===== config.mk =====
export PLATFORM = sky130hd
export DESIGN_NAME = lic_dual_ctrl
export DESIGN_NICKNAME = d
export VERILOG_FILES = /design/src/rtl/lic_pkg.sv /design/src/rtl/lic_decode.sv /design/src/rtl/lic_mask.sv /design/src/rtl/lic_outstage.sv /design/src/rtl/lic_dual_ctrl.sv
export SDC_FILE = /design/constraint.sdc
export NUM_CORES = 1
export LEC_CHECK = 0
export ABC_AREA = 1
export ABC_CLOCK_PERIOD_IN_PS = 3800
export BUFFER_PORTS_ARGS = -buffer_cell sky130_fd_sc_hd__buf_2
export CAP_MARGIN = 5
export CELL_PAD_IN_SITES_DETAIL_PLACEMENT = 1
export CELL_PAD_IN_SITES_GLOBAL_PLACEMENT = 2
export CORE_ASPECT_RATIO = 0.9
export CORE_MARGIN = 2
export CORE_UTILIZATION = 32
export CTS_CLUSTER_DIAMETER = 50
export DETAILED_ROUTE_END_ITERATION = 8
export PLACE_DENSITY_LB_ADDON = 0.1
export SLEW_MARGIN = 20
export SYNTH_ARGS = -nofsm -noshare
export SYNTH_HDL_FRONTEND = slang
export SYNTH_HIERARCHICAL = 1
export SYNTH_SLANG_ARGS = --single-unit

===== constraint.sdc =====
create_clock -name clk -period 3.8 [get_ports clk]
set_input_delay 0.57 -clock clk [delete_from_list [all_inputs] [get_ports clk]]
set_output_delay 0.57 -clock clk [all_outputs]
set_load 0.02 [all_outputs]

===== src/rtl/lic_pkg.sv =====
package lic_pkg;

  localparam int unsigned W_IRQ_STAT = 0;
  localparam int unsigned W_RAW_A    = 1;
  localparam int unsigned W_IRQ_SET  = 2;
  localparam int unsigned W_IRQ_CLR  = 3;
  localparam int unsigned W_SW_SET   = 4;
  localparam int unsigned W_SW_CLR   = 5;
  localparam int unsigned W_FIQ_STAT = 8;
  localparam int unsigned W_RAW_B    = 9;
  localparam int unsigned W_FIQ_SET  = 10;
  localparam int unsigned W_FIQ_CLR  = 11;

  localparam int unsigned N_CHAN = 2;

  typedef struct packed {
    logic irq_set;
    logic irq_clr;
    logic fiq_set;
    logic fiq_clr;
    logic sw_set;
    logic sw_clr;
  } wr_stb_t;

  typedef enum logic [2:0] {
    RS_ZERO,
    RS_IRQ_STAT,
    RS_RAW,
    RS_IRQ_EN,
    RS_FIQ_STAT,
    RS_FIQ_EN
  } rd_sel_t;

endpackage


===== src/rtl/lic_decode.sv =====
module lic_decode
  import lic_pkg::*;
#(
  parameter int unsigned ADDR_W = 4
) (
  input  logic              req_valid,
  input  logic              req_write,
  input  logic [ADDR_W-1:0] req_addr,
  output wr_stb_t           stb,
  output rd_sel_t           rsel,
  output logic              rd_go,
  output logic              rd_bad
);

  logic wr_go;

  always_comb begin
    wr_go  = req_valid && req_write;
    rd_go  = req_valid && !req_write;
    stb    = '0;
    rsel   = RS_ZERO;
    rd_bad = 1'b0;
    if (wr_go) begin
      unique case (req_addr)
        ADDR_W'(W_IRQ_SET): stb.irq_set = 1'b1;
        ADDR_W'(W_IRQ_CLR): stb.irq_clr = 1'b1;
        ADDR_W'(W_FIQ_SET): stb.fiq_set = 1'b1;
        ADDR_W'(W_FIQ_CLR): stb.fiq_clr = 1'b1;
        ADDR_W'(W_SW_SET):  stb.sw_set  = 1'b1;
        ADDR_W'(W_SW_CLR):  stb.sw_clr  = 1'b1;
        default:            stb         = '0;
      endcase
    end
    if (rd_go) begin
      unique case (req_addr)
        ADDR_W'(W_IRQ_STAT): rsel = RS_IRQ_STAT;
        ADDR_W'(W_RAW_A):    rsel = RS_RAW;
        ADDR_W'(W_IRQ_SET):  rsel = RS_IRQ_EN;
        ADDR_W'(W_SW_SET):   rsel = RS_ZERO;
        ADDR_W'(W_FIQ_STAT): rsel = RS_FIQ_STAT;
        ADDR_W'(W_RAW_B):    rsel = RS_RAW;
        ADDR_W'(W_FIQ_SET):  rsel = RS_FIQ_EN;
        default:             rd_bad = 1'b1;
      endcase
    end
  end

endmodule


===== src/rtl/lic_mask.sv =====
module lic_mask #(
  parameter int unsigned N_LINES = 32
) (
  input  logic               clk,
  input  logic               rst_n,
  input  logic               set_stb,
  input  logic               clr_stb,
  input  logic [N_LINES-1:0] wdata,
  output logic [N_LINES-1:0] en
);

  always_ff @(posedge clk) begin
    if (!rst_n)       en <= '0;
    else if (set_stb) en <= en | wdata;
    else if (clr_stb) en <= en & ~wdata;
  end

  // set bits land on the next cycle
  a_r4_set_lands: assert property (@(posedge clk) disable iff (!rst_n)
    set_stb |=> ((en & $past(wdata)) == $past(wdata)));
  // clear bits land on the next cycle
  a_r4_clr_lands: assert property (@(posedge clk) disable iff (!rst_n)
    clr_stb |=> ((en & $past(wdata)) == '0));
  // no write, no change
  a_r4_mask_holds: assert property (@(posedge clk) disable iff (!rst_n)
    (!set_stb && !clr_stb) |=> $stable(en));

endmodule


===== src/rtl/lic_outstage.sv =====
module lic_outstage #(
  parameter int unsigned N_LINES = 32
) (
  input  logic               clk,
  input  logic               rst_n,
  input  logic [N_LINES-1:0] pend,
  input  logic [N_LINES-1:0] en,
  output logic [N_LINES-1:0] masked,
  output logic               req_q
);

  always_comb masked = pend & en;

  always_ff @(posedge clk) begin
    if (!rst_n) req_q <= 1'b0;
    else        req_q <= |masked;
  end

  // an asserted output always had an enable behind it
  a_r2_out_needs_enable: assert property (@(posedge clk) disable iff (!rst_n)
    req_q |-> $past(en != '0));

endmodule


===== src/rtl/lic_dual_ctrl.sv =====
module lic_dual_ctrl
  import lic_pkg::*;
#(
  parameter int unsigned N_LINES = 32,
  parameter int unsigned ADDR_W  = 4
) (
  input  logic               clk,
  input  logic               rst_n,
  input  logic [N_LINES-1:0] irq_lines,
  input  logic               req_valid,
  input  logic               req_write,
  input  logic [ADDR_W-1:0]  req_addr,
  input  logic [N_LINES-1:0] req_wdata,
  output logic               rsp_valid,
  output logic [N_LINES-1:0] rsp_rdata,
  output logic               rsp_err,
  output logic               irq_o,
  output logic               fiq_o
);

  wr_stb_t            stb;
  rd_sel_t            rsel;
  logic               rd_go;
  logic               rd_bad;
  logic               sw_q;
  logic [N_LINES-1:0] pend;
  logic [N_LINES-1:0] en_v     [N_CHAN];
  logic [N_LINES-1:0] masked_v [N_CHAN];
  logic               out_v    [N_CHAN];
  logic               set_v    [N_CHAN];
  logic               clr_v    [N_CHAN];
  logic [N_LINES-1:0] rd_mux;

  lic_decode #(.ADDR_W(ADDR_W)) u_dec (
    .req_valid (req_valid),
    .req_write (req_write),
    .req_addr  (req_addr),
    .stb       (stb),
    .rsel      (rsel),
    .rd_go     (rd_go),
    .rd_bad    (rd_bad)
  );

  always_ff @(posedge clk) begin
    if (!rst_n)                         sw_q <= 1'b0;
    else if (stb.sw_set && req_wdata[0]) sw_q <= 1'b1;
    else if (stb.sw_clr && req_wdata[0]) sw_q <= 1'b0;
  end

  always_comb begin
    pend    = irq_lines;
    pend[0] = irq_lines[0] | sw_q;
  end

  always_comb begin
    set_v[0] = stb.irq_set;
    clr_v[0] = stb.irq_clr;
    set_v[1] = stb.fiq_set;
    clr_v[1] = stb.fiq_clr;
  end

  for (genvar c = 0; c < N_CHAN; c++) begin : g_chan
    lic_mask #(.N_LINES(N_LINES)) u_mask (
      .clk     (clk),
      .rst_n   (rst_n),
      .set_stb (set_v[c]),
      .clr_stb (clr_v[c]),
      .wdata   (req_wdata),
      .en      (en_v[c])
    );
    lic_outstage #(.N_LINES(N_LINES)) u_out (
      .clk    (clk),
      .rst_n  (rst_n),
      .pend   (pend),
      .en     (en_v[c]),
      .masked (masked_v[c]),
      .req_q  (out_v[c])
    );
  end

  assign irq_o = out_v[0];
  assign fiq_o = out_v[1];

  always_comb begin
    unique case (rsel)
      RS_IRQ_STAT: rd_mux = masked_v[0];
      RS_RAW:      rd_mux = pend;
      RS_IRQ_EN:   rd_mux = en_v[0];
      RS_FIQ_STAT: rd_mux = masked_v[1];
      RS_FIQ_EN:   rd_mux = en_v[1];
      default:     rd_mux = '0;
    endcase
  end

  always_ff @(posedge clk) begin
    if (!rst_n) begin
      rsp_valid <= 1'b0;
      rsp_err   <= 1'b0;
      rsp_rdata <= '0;
    end else begin
      rsp_valid <= rd_go;
      rsp_err   <= rd_go && rd_bad;
      rsp_rdata <= rd_go ? rd_mux : '0;
    end
  end

  // a response only follows a read request
  a_r9_rsp_follows_read: assert property (@(posedge clk) disable iff (!rst_n)
    rsp_valid |-> $past(req_valid && !req_write));
  // a read request is always answered next cycle
  a_r9_read_answered: assert property (@(posedge clk) disable iff (!rst_n)
    (req_valid && !req_write) |=> rsp_valid);
  // an error response carries zero data
  a_r7_err_zero_data: assert property (@(posedge clk) disable iff (!rst_n)
    rsp_err |-> (rsp_valid && rsp_rdata == '0));
  // a software set of line 0 shows as pending on the next cycle
  a_r6_sw_set_pends: assert property (@(posedge clk) disable iff (!rst_n)
    (req_valid && req_write && req_addr == ADDR_W'(W_SW_SET) && req_wdata[0])
      |=> pend[0]);

endmodule


# [Yosys cells after proc, flatten, opt, wreduce, memory -nomap -nowiden]
# Cells that the tools add are included.
# W data, S select, Z words.
[op_classes] n_reduce_logical=15 bitwise=8 n_eq_ne=14 muxes=18
[ops] op="$pmux W32 S5" count=1
[ops] op="$and A32 B32 Y32" count=4
[ops] op="$mux W32" count=4
[ops] op="$or A32 B32 Y32" count=2
[ops] op="$reduce_or A32 Y1" count=2
[ops] op="$not A32 Y32" count=1
[ops] op="$eq A4 B4 Y1 const B" count=4
[ops] op="$pmux W3 S5" count=1
[ops] op="$mux W1" count=10
[ops] op="$eq A4 B2 Y1 const B" count=2
[ops] op="$eq A4 B3 Y1 const B" count=2
[ops] op="$reduce_or A7 Y1" count=1
[ops] op="$eq A3 B2 Y1 const B" count=2
[ops] op="$eq A3 B3 Y1 const B" count=2
[ops] op="$mux W6" count=1
[ops] op="$reduce_bool A2 Y1" count=3
[ops] op="$logic_and A1 B1 Y1" count=5
[ops] op="$eq A4 B1 Y1 const B" count=1
[ops] op="$logic_not A4 Y1" count=1
[ops] op="$eq A3 B1 Y1 const B" count=1
[ops] op="$mux W3" count=1
[ops] op="$reduce_and A2 Y1" count=1
[ops] op="$reduce_or A2 Y1" count=1
[ops] op="$logic_not A1 Y1" count=1
[ops] op="$or A1 B1 Y1" count=1
[word_totals] in_bits=72 regBits=101 out_inout_bits=36 word_cells=63

# [Longest topological paths before layout]
# Gate-level depths: netlist of the first run.
[logic_depth] ltp_word=6 depth_mapped=12

# [By module]
# The synthesis of the first run kept the hierarchy.
[by_module_without_submodules] module="lic_mask" area_per_inst_um2=1348.8 cells_each=170 seq_area_each_um2=640.6 n_inst=2
[by_module_without_submodules] module="lic_dual_ctrl" area_per_inst_um2=2436.1 cells_each=383 seq_area_each_um2=700.7 n_inst=1
[by_module_without_submodules] module="lic_outstage" area_per_inst_um2=381.6 cells_each=97 seq_area_each_um2=20.0 n_inst=2
[by_module_without_submodules] module="lic_decode" area_per_inst_um2=160.2 cells_each=30 seq_area_each_um2=0.0 n_inst=1

# [Worst setup path after synthesis of the first run]
# OpenSTA, ideal clock, no wires.
[synth_timing] path_kind="input-to-reg" from="input req_addr[2]" to="register rsp_rdata[0]" setup_time_ns=0.128 n_path_buf=2 arrival_ns=1.812 stages=10 path_slack_ns=1.861 cell_sequence="inv_1 -> nand2_1 -> nor3_1 -> inv_2 -> buf_2 -> buf_2 -> nand4_1 -> nand3_1 -> nor2_1 -> nor2_1"
[synth_between] elab_chain_len=6
[synth_rtl] item="from (decl)" line_no="lic_dual_ctrl.sv:12" source="input logic [ADDR_W-1:0] req_addr,"
[synth_rtl] item="$eq A4 B1 Y1 or $eq A4 B4 Y1 (tied branches)" line_no="lic_decode.sv:35" source="unique case (req_addr)"
[synth_rtl] item="$reduce_or A2 Y1 (no line)"
[synth_rtl] item="$pmux W3 S5 (*)" line_no="lic_decode.sv:35"
[synth_rtl] item="$mux W3 (*)" line_no="lic_decode.sv:34" source="if (rd_go) begin"
[synth_rtl] item="net rsel[2]" line_no="lic_dual_ctrl.sv:22" source="rd_sel_t rsel;"
[synth_rtl] item="$eq A3 B3 Y1, or another cell as far along" line_no="lic_dual_ctrl.sv:85" source="unique case (rsel)"
[synth_rtl] item="$pmux W32 S5 (*)" line_no="lic_dual_ctrl.sv:85"
[synth_rtl] item="to (signal assigned)" line_no="lic_dual_ctrl.sv:103" source="rsp_rdata <= rd_go ? rd_mux : '0;"
[synth_rtl] item="to (decl)" line_no="lic_dual_ctrl.sv:15" source="output logic [N_LINES-1:0] rsp_rdata,"
# Mark *: on every way through the listed nets, which the timed path passes. The rest lies on a longest branch.
# A chain may end at the register's enable or synchronous reset.

# [Worst setup path in the final report of the first run]
[layout_timing] from="input req_addr[2]" to="register rsp_rdata[28]"
# The elaborated chain is that of the path after synthesis.

==> metrics.cfg, run 1 <==
[sta]
rsz0062_at_grt = no
fin_worst_skew_ps = 7.104
slew_viol_final = 0
min_period_ps = 2300
fmax_mhz = 434.9
slew_headroom_pct = 35.97
fin_crit_sh_pct = 60.52
finalSetupViolCount = 0
fin_setup_tns_ps = 0
worst_slew_pin_slew_ps = 958.1
hold_viol_final = 0

[grt]
gr-total-overflow = 0
antenna_found_initial = 0
grt_max_degree = 66
grtUsageTotal_pct = 22.65
grt_pass1_vias = 6427
grt_pass1_wl_mm = 35.22

[setup_path]
slowest_stage = buf_4
crit_required_ps = 4010
path_cells = buf_2, inv_1, nand2_1, nor3_2, buf_4, nor3_4, buf_4, nand2_1, nand2_1, nor2_1, nor2_1
cp_max_fo = 65
cp.arrival_ps = 2510
start_kind = input pin
max_stage_delay_ps = 670
path_class = in -> reg
end_kind = flop
cpMostUsedCell = nand2_1

[floorplan]
io_pins = 108
fp.dieW_um = 149.0
rows = 47
die_h_um = 134.5
core_region_area_um2 = 18470
dieArea_um2 = 20050
start_util_pct = 32.80

[run]
drv_cap = 0

[placed_design]
dp.cells = 1250
place_hpwl_mm = 14.54
place_congestion = 0.8123
io_buffer_count = 107

[final_layout]
nNetsFinal = 1088
layout.cells.non_filler = 1266
antennaDiodeCount = 0
multi_input_area_um2 = 3420
fillers = 2434
drive_gt1_share_pct = 20.96
regArea_um2 = 2022
syn2layout_area_growth_pct = 15.49

[clocking]
clock_sinks = 101
clock-root-buffer = clkbuf_16
cts_tree = yes
clk_pin_slew_worst_paths_ps = 70
cts_made_buffers = 9
clk_latency_ps = 360
cts_buffer_depth = 2
cts_hold_buf = 0
htree_levels = 3
cts_setup_buffers = 0
ctsResizeCount = 0

[logic_synthesis]
synthTopCellsByCount = nand2_1, nand4_1, dfxtp_1
syn-instance-count = 947
synth_top_area_cell = dfxtp_1
syn_nets = 1019
syn_avg_cell_area_um2 = 6.396
synthTopCellsByArea = dfxtp_1, nand2_1, nand4_1
async_flop_share_pct = 0
synth_most_common_cell = nand2_1
ys_seq_area_share_pct = 33.38
synthFlopType = dfxtp_1
synth_top_area_share_pct = 33.38
synthesis.area_um2 = 6057
ys_warn_count = 6
ys_ff_latch = 101
ys_types = 23
synth_edf_count = 0

[power_and_ir_drop]
powerDensity_nw_per_um2 = 318.6
total_leakage_power_uw = 0.003337
peakVddDrop_mv = 0.1939

[detailed_routing]
num_vias = 6424
drc = 0
ant_nets = 0
wirelength_mm = 22.01
firstDrtPassIters = 4
wl_per_cell_um = 17.39
routed_via_density = 5.074
first_iter_violations = 341

[min_path]
hold_class = reg -> reg

[run_status]
outcome = finished, final reports clean

-- power by group --
part,internal [µW],switching (µW),total (µW),leakage (µW)
registers,1070,5.51,1070,0.000814
logic,54.4,147,202,0.00237
clock network,515,441,957,0.000148
-- path summary, 6_finish.rpt --
check	startpoint	end	slack, ps	cells past startpoint
worst max-delay path	req_addr[2]	rsp_rdata[28]$_SDFF_PN0_	1500	11
worst min-delay path	sw_q$_SDFFE_PN0P_	sw_q$_SDFFE_PN0P_	480	2
worst max register to register	sw_q$_SDFFE_PN0P_	g_chan[1].u_out/req_q$_SDFF_PN0_	2400	7
worst min register to register	sw_q$_SDFFE_PN0P_	sw_q$_SDFFE_PN0P_	480	2
-- kinds of logic after synthesis --
group	Yosys count	share of synthesized area, %
and+or+nand+nor	635	46.17
buffers and inverters	141	10.84
DFF	101	33.38
AOI/OAI and AO/OA	70	9.605
-- per-layer routing --
layer | track usage (%) | part of all wire [%]
met5 | 0 | 0
met4 | 4.656 | 0.96
met3 | 3.074 | 3.3
met2 | 36.79 | 46
met1 | 32.21 | 50
-- layout make-up --
class	count	share of cell area, %
Multi-Input combinational cell	705	48.88
Clock inverter	3	0.2504
Timing Repair Buffer	122	9.444
Sequential cell	101	28.90
Inverter	77	4.132
Tap cell	245	4.382
Clock buffer	13	4.006
-- worst max-delay path, delay by kind of cell --
kind / cells / cell delay (ps)
and+or+nand+nor: 7 / 780
buffers and inverters: 4 / 1120
-- per-stage QoR --
stage	hold slack (ps)	utilization [%]	power [µW]	setup slack, ps	instance area (µm²)
4_1_cts	479.0	37.88	2252	1466	6995
3_3_place_gp	466.9	36.27	1299	1154	6698
6_report	477.7	37.88	2229	1500	6995
5_1_grt	496.5	37.88	2311	1298	6995
2_1_floorplan	443.2	-	1186	1861	6057
3_5_place_dp	473.0	36.27	1298	1082	6698
-- cell usage in the layout (no fill, tap or decap) --
master,netlist,routed
nand2_1,358,358
nand4_1,110,110
buf_2,36,107
dfxtp_1,101,101
nor2_1,92,90
inv_1,74,72
nand3_1,65,65
a21oi_2,61,60
buf_4,8,14
clkbuf_16,0,9
a21oi_1,7,7
clkbuf_8,0,4
nor2_2,2,3
inv_2,3,3
nor3_4,1,2
clkinv_2,0,2
clkinv_1,0,2
nor3b_4,0,2
or2_2,1,1
a21boi_0,1,1
clkinvlp_4,0,1
buf_12,0,1
a21oi_4,0,1
o21ai_0,1,1
nor2_4,0,1
nand2_2,1,1
nor3b_2,3,1
nor3_2,1,1
(Power assumes the default switching activity.)
==> inputs of run 2 (changes only) <==
- ABC_CLOCK_PERIOD_IN_PS: 3800 -> 2100
- CORE_UTILIZATION: 32 -> 27
- clock period: 3.8 -> 2.1 ns (I/O delays scaled with it)
==> metrics.cfg, run 2 (synthesis gave the netlist of run 1 again) <==
[power_and_ir_drop]
powerDensity_nw_per_um2 = 559.7  ; was 318.6 nW/µm²
peakVddDrop_mv = 0.3074  ; was 0.1939 mV
power_uw = 4098  ; was 2229 µW
total_leakage_power_uw = 0.003446  ; was 0.003337 µW

[sta]
fin_setup_tns_ps = 0  ; unchanged
min_period_ps = 1488
finalSetupViolCount = 0  ; unchanged
hold_viol_final = 0  ; unchanged
worst_slew_pin_slew_ps = 623.8  ; was 958.1 ps
fmax_mhz = 671.9
rsz0062_at_grt = no  ; unchanged
slew_viol_final = 0  ; unchanged
fin_crit_sh_pct = 70.87
fin_worst_skew_ps = 9.235  ; was 7.104 ps
slew_headroom_pct = 58.15  ; was 35.97%

[floorplan]
die_h_um = 146.1  ; was 134.5 µm
rows = 51  ; was 47
fp.dieW_um = 161.9  ; was 149.0 µm
io_pins = 108  ; unchanged
core_region_area_um2 = 21820  ; was 18470 µm²
start_util_pct = 27.75  ; was 32.80%
dieArea_um2 = 23650  ; was 20050 µm²

[grt]
grtUsageTotal_pct = 19.61  ; was 22.65%
grt_max_degree = 58  ; was 66
antenna_found_initial = 0  ; unchanged
grt_pass1_vias = 6352  ; was 6427
grt_pass1_wl_mm = 36.20  ; was 35.22 mm
gr-total-overflow = 0  ; unchanged

[clocking]
cts_tree = yes  ; unchanged
cts_hold_buf = 0  ; unchanged
ctsResizeCount = 0  ; unchanged
cts_made_buffers = 9  ; unchanged
clock_sinks = 101  ; unchanged
clk_latency_ps = 360  ; about the same
htree_levels = 3  ; unchanged
cts_setup_buffers = 0  ; unchanged
cts_buffer_depth = 2  ; unchanged
clk_pin_slew_worst_paths_ps = 80  ; was 70 ps
clock-root-buffer = clkbuf_16  ; unchanged

[run]
drv_cap = 0  ; unchanged

[detailed_routing]
num_vias = 6341  ; was 6424
routed_via_density = 4.797  ; was 5.074
drc = 0  ; unchanged
wirelength_mm = 22.59  ; was 22.01 mm
first_iter_violations = 236  ; was 341
firstDrtPassIters = 6  ; was 4
ant_nets = 0  ; unchanged
wl_per_cell_um = 17.09  ; was 17.39 µm

[min_path]
hold_class = in -> reg  ; was reg -> reg

[final_layout]
mostFrequentLayoutCells = nand2_1, nand4_1, buf_2  ; unchanged
regArea_um2 = 2022  ; unchanged
fillers = 2841  ; was 2434
mostFrequentLayoutCell = nand2_1  ; unchanged
multi_input_area_um2 = 3420  ; unchanged
nNetsFinal = 1098  ; was 1088
layout.cells.non_filler = 1322  ; was 1266
syn2layout_area_growth_pct = 20.86  ; was 15.49%
antennaDiodeCount = 0  ; unchanged
drive_gt1_share_pct = 21.63  ; was 20.96%

[placed_design]
dp.cells = 1306  ; was 1250
place_congestion = 0.7246  ; was 0.8123
place_hpwl_mm = 15.25  ; was 14.54 mm
io_buffer_count = 107  ; unchanged

[setup_path]
max_stage_delay_ps = 260  ; was 670 ps
cp_max_fo = 18  ; was 65
slowest_stage = a21oi_4  ; was buf_4
cp.arrival_ps = 1780  ; was 2510 ps
crit_required_ps = 2390  ; was 4010 ps
start_kind = input pin  ; unchanged
path_cells = buf_2, nor2_1, nand2_1, a21oi_4, inv_2, nor3_4, buf_12, nand2_1, nand2_1, nor2_1, nor2_1  ; was buf_2, inv_1, nand2_1, nor3_2, buf_4, nor3_4, buf_4, nand2_1, nand2_1, nor2_1, nor2_1
end_kind = flop  ; unchanged
path_class = in -> reg  ; unchanged

[run_status]
outcome = finished, final reports clean  ; unchanged

run 2: cell count changes in the layout (fill, tap and decap cells not counted):
cell / previous run / this run
buf_12: 1 / 16
buf_4: 14 / 9
clkbuf_8: 4 / 1
clkinv_4: 0 / 2
bufinv_16: 0 / 1
clkbuf_1: 0 / 1
clkinv_2: 2 / 1
run 2: path summary, 6_finish.rpt:
path,start,to,slack [ps],cells past startpoint
max,req_addr[3],rsp_rdata[16]$_SDFF_PN0_,610,11
min,req_wdata[5],flop,240,3
max reg2reg,sw_q$_SDFFE_PN0P_,g_chan[1].u_out/req_q$_SDFF_PN0_,690,7
min reg2reg,sw_q$_SDFFE_PN0P_,sw_q$_SDFFE_PN0P_,480,2
run 2: metal layers:
layer	share of wire [%]	up-vias	track usage, %	wire, µm
met5	0	-	0	0
li1	-	3247	-	-
met3	3.0	12	2.699	680
met1	51	2988	27.79	11550
met2	45	94	32.19	10190
met4	0.73	0	3.186	165
run 2: critical path, delay by kind of cell:
family                 cells  cell delay (ps)
and+or+nand+nor            7              760
AOI/OAI and AO/OA          1              260
buffers and inverters      3              440
run 2: power by group:
part	internal, µW	switching, µW	leakage (µW)	total, µW
sequential	1930	10.6	0.000814	1940
clock	962	801	0.000146	1760
combinational	125	272	0.00249	397
run 2: final cells by class:
class	instances	area share, %
repair buffers	132	12.61
clock inverters	5	0.8204
well taps	291	4.974
inverters	77	3.948
multi-input cells	705	46.71
flip-flops and latches	101	27.62
clock buffers	11	3.316
run 2: through the flow:
stage	setup WS, ps	util (%)	instance area [µm²]	hold slack, ps
3_5_place_dp	212.6	32.16	7018	474.1
2_1_floorplan	415.7	-	6057	424.2
4_1_cts	592.2	33.55	7321	232.0
5_1_grt	411.0	33.55	7321	238.0
3_3_place_gp	220.2	32.16	7018	462.7
6_report	611.6	33.55	7321	242.9
==> inputs of run 3 (changes only) <==
- ABC_AREA: 1 -> 0
- ABC_CLOCK_PERIOD_IN_PS: 2100 -> 1200
- CORE_UTILIZATION: 27 -> 30
- clock period: 2.1 -> 1.2 ns (I/O delays scaled with it)
==> metrics.cfg, run 3 <==
[grt]
grt_max_degree = 88  ; was 58
grtUsageTotal_pct = 22.93  ; was 19.61%
antenna_found_initial = 0  ; unchanged
grt_pass1_wl_mm = 34.73  ; was 36.20 mm
gr-total-overflow = 0  ; unchanged
grt_pass1_vias = 6206  ; was 6352

[clocking]
cts_made_buffers = 9  ; unchanged
htree_levels = 3  ; unchanged
clk_pin_slew_worst_paths_ps = 80  ; about the same
clock-root-buffer = clkbuf_16  ; unchanged
cts_tree = yes  ; unchanged
cts_hold_buf = 0  ; unchanged
clock_sinks = 101  ; unchanged
cts_buffer_depth = 2  ; unchanged
clk_latency_ps = 360  ; about the same

[final_layout]
layout.cells.non_filler = 1085  ; was 1322
nNetsFinal = 912  ; was 1098
mostFrequentLayoutCell = buf_2  ; was nand2_1
multi_input_area_um2 = 3714  ; was 3420 µm²
antennaDiodeCount = 0  ; unchanged
fillers = 1994  ; was 2841
drive_gt1_share_pct = 54.44  ; was 21.63%
regArea_um2 = 2032  ; was 2022 µm²
syn2layout_area_growth_pct = 62.90  ; was 20.86%
mostFrequentLayoutCells = buf_2, buf_4, dfxtp_1  ; was nand2_1, nand4_1, buf_2

[detailed_routing]
wirelength_mm = 23.57  ; was 22.59 mm
drc = 0  ; unchanged
num_vias = 5755  ; was 6341
first_iter_violations = 249  ; was 236
firstDrtPassIters = 4  ; was 6
wl_per_cell_um = 21.73  ; was 17.09 µm
routed_via_density = 5.304  ; was 4.797
ant_nets = 0  ; unchanged

[placed_design]
io_buffer_count = 107  ; unchanged
dp.cells = 1026  ; was 1306
place_hpwl_mm = 14.44  ; was 15.25 mm
place_congestion = 0.8028  ; was 0.7246
dp_slack_ps = -862.2  ; was 212.6 ps

[floorplan]
rows = 46  ; was 51
start_util_pct = 30.70  ; was 27.75%
fp.dieW_um = 146.0  ; was 161.9 µm
dieArea_um2 = 19240  ; was 23650 µm²
io_pins = 108  ; unchanged
die_h_um = 131.8  ; was 146.1 µm
core_region_area_um2 = 17730  ; was 21820 µm²

[logic_synthesis]
synthTopCellsByArea = dfxtp_1, a31o_1, a22oi_1  ; was dfxtp_1, nand2_1, nand4_1
synth_top_area_cell = dfxtp_1  ; unchanged
async_flop_share_pct = 0  ; unchanged
synthTopCellsByCount = dfxtp_1, nand2_1, and3_1  ; was nand2_1, nand4_1, dfxtp_1
syn-instance-count = 599  ; was 947
ys_warn_count = 6  ; unchanged
synth_top_area_share_pct = 37.15  ; was 33.38%
synth_most_common_cell = dfxtp_1  ; was nand2_1
synthFlopType = dfxtp_1  ; unchanged
syn_nets = 671  ; was 1019
synthesis.area_um2 = 5443  ; was 6057 µm²
ys_types = 40  ; was 23
ys_ff_latch = 101  ; unchanged
synth_edf_count = 0  ; unchanged
ys_seq_area_share_pct = 37.15  ; was 33.38%
syn_avg_cell_area_um2 = 9.086  ; was 6.396 µm²

[power_and_ir_drop]
power_uw = 7030  ; was 4098 µW
peakVddDrop_mv = 0.6536  ; was 0.3074 mV
powerDensity_nw_per_um2 = 792.9  ; was 559.7 nW/µm²
total_leakage_power_uw = 0.003824  ; was 0.003446 µW
p_comb_share_pct = 11.6  ; was 9.7%
p_sw_uw = 1872  ; was 1084 µW
swShare_pct = 26.63  ; was 26.45%
power.internal_uw = 5158  ; was 3014 µW
pwr-share-clk_pct = 40.3  ; was 43.0%
p_seq_share_pct = 48.1  ; was 47.3%

[setup_path]
rrSetupSlack_ps = -770  ; was 690 ps
cp_top_family = simple AND/OR/NAND/NOR gates  ; unchanged
reg2reg_to = g_chan[0].u_out/req_q$_SDFF_PN0_  ; was g_chan[1].u_out/req_q$_SDFF_PN0_
slowest_stage = or4_4  ; was a21oi_4
max_stage_delay_ps = 550  ; was 260 ps
cpMostUsedCell = or4_4
path_cells = and2_4, or4_4, or4_4, o41a_1  ; was buf_2, nor2_1, nand2_1, a21oi_4, inv_2, nor3_4, buf_12, nand2_1, nand2_1, nor2_1, nor2_1
path_buf_inv = 0  ; was 3
end_kind = flop  ; unchanged
path_class = reg -> reg  ; was in -> reg
crit_required_ps = 1450  ; was 2390 ps
endpoint = g_chan[0].u_out/req_q$_SDFF_PN0_  ; was rsp_rdata[16]$_SDFF_PN0_
rr_worst_depth = 4  ; was 7
cp.depth = 4  ; was 11
cp_max_fo = 2  ; was 18
start_kind = flop  ; was input pin
cp.arrival_ps = 2220  ; was 1780 ps

[run]
drv_cap = 0  ; unchanged

[sta]
min_period_ps = 1969
slew_headroom_pct = 72.90  ; was 58.15%
fmax_mhz = 507.8
fin_crit_sh_pct = 164.1
finalSetupViolCount = 37  ; was 0
hold_viol_final = 0  ; unchanged
fin_worst_skew_ps = 8.929  ; was 9.235 ps
worst_slew_pin_slew_ps = 406.5  ; was 623.8 ps
slew_viol_final = 0  ; unchanged
setup_slack_ps = -769.2  ; was 611.6 ps
rsz0062_at_grt = yes  ; was no

[run_status]
violations = setup timing
outcome = finished with violations  ; was finished, final reports clean

[min_path]
worstHoldStart = req_wdata[28]  ; was req_wdata[5]
hold_class = in -> reg  ; unchanged

run 3: cell types whose count changed after synthesis, moves of 63 or more:
| cell | change |
|---|---|
| nor2_1 | -87 |
| and3_1 | +65 |
| inv_1 | -72 |
| nand2_1 | -292 |
| nand4_1 | -110 |
| nand3_1 | -63 |
| and2_1 | +63 |
run 3: how the worst min path moves through the flow:
stage	slack [ps]	depth (start not counted)	endpoint
final	140	3	flop
after global routing	140	3	flop
after CTS	130	3	flop
after detailed placement	490	1	flop
after global placement	470	1	flop
after floorplan	310	1	sw_q$_SDFFE_PN0P_
run 3: worst min-delay path: stages:
cell and delay (ps):
buf_2 120, nand2_1 60, a31o_1 120
run 3: area by class of cell:
cell class                      instances  area share (%)
Multi-Input combinational cell        447           41.89
Timing Repair Buffer                  279           28.70
Sequential cell                       101           22.92
Tap cell                              240           3.387
Clock buffer                            9           2.540
Clock inverter                          7          0.4798
Inverter                                2         0.08467
run 3: power groups by stage:
stage	Combinational (µW)	Clock (µW)	Sequential, µW
after CTS	750	2900	3380
after global placement	620	0	3460
after floorplan	261	0	3470
after global routing	868	3010	3380
final	813	2840	3380
after detailed placement	636	0	3460
run 3: layer usage:
metal  wire [µm]  global-route usage, %  vias to the layer above
met3        1112                  3.875                       32
met4         448                  6.203                        0
met1       10260                  28.90                     2872
li1            -                      -                     2707
met5           0                      0                        -
met2       11750                  40.57                      144
run 3: cell families (layout without fill, tap and decap cells):
kind of cell           Yosys count  count (layout)  share of synthesized area (%)
and+or+nand+nor                249             249                          26.51
AOI/OAI and AO/OA              166             166                          23.17
DFF                            101             101                          37.15
buffers and inverters           51             297                          6.552
muxes                           32              32                          6.621
run 3: what timing repair did:
item	CTS	global route
resized for setup	118	75
gates cloned	8	8
endpoints found under the setup margin	34	80
pin swaps	56	62
setup buffers	24	20
run 3: metrics by stage:
stage               TNS, ps  hold WS [ps]  area (µm²)  utilization (%)
finish               -16300         135.0        8866            50.01
detailed placement   -45080         493.6        7273            41.03
CTS                  -14230         125.6        8382            47.28
floorplan            -17530         308.2        5635                -
global route         -18990         141.1        8866            50.01
global placement     -44130         470.9        7273            41.03
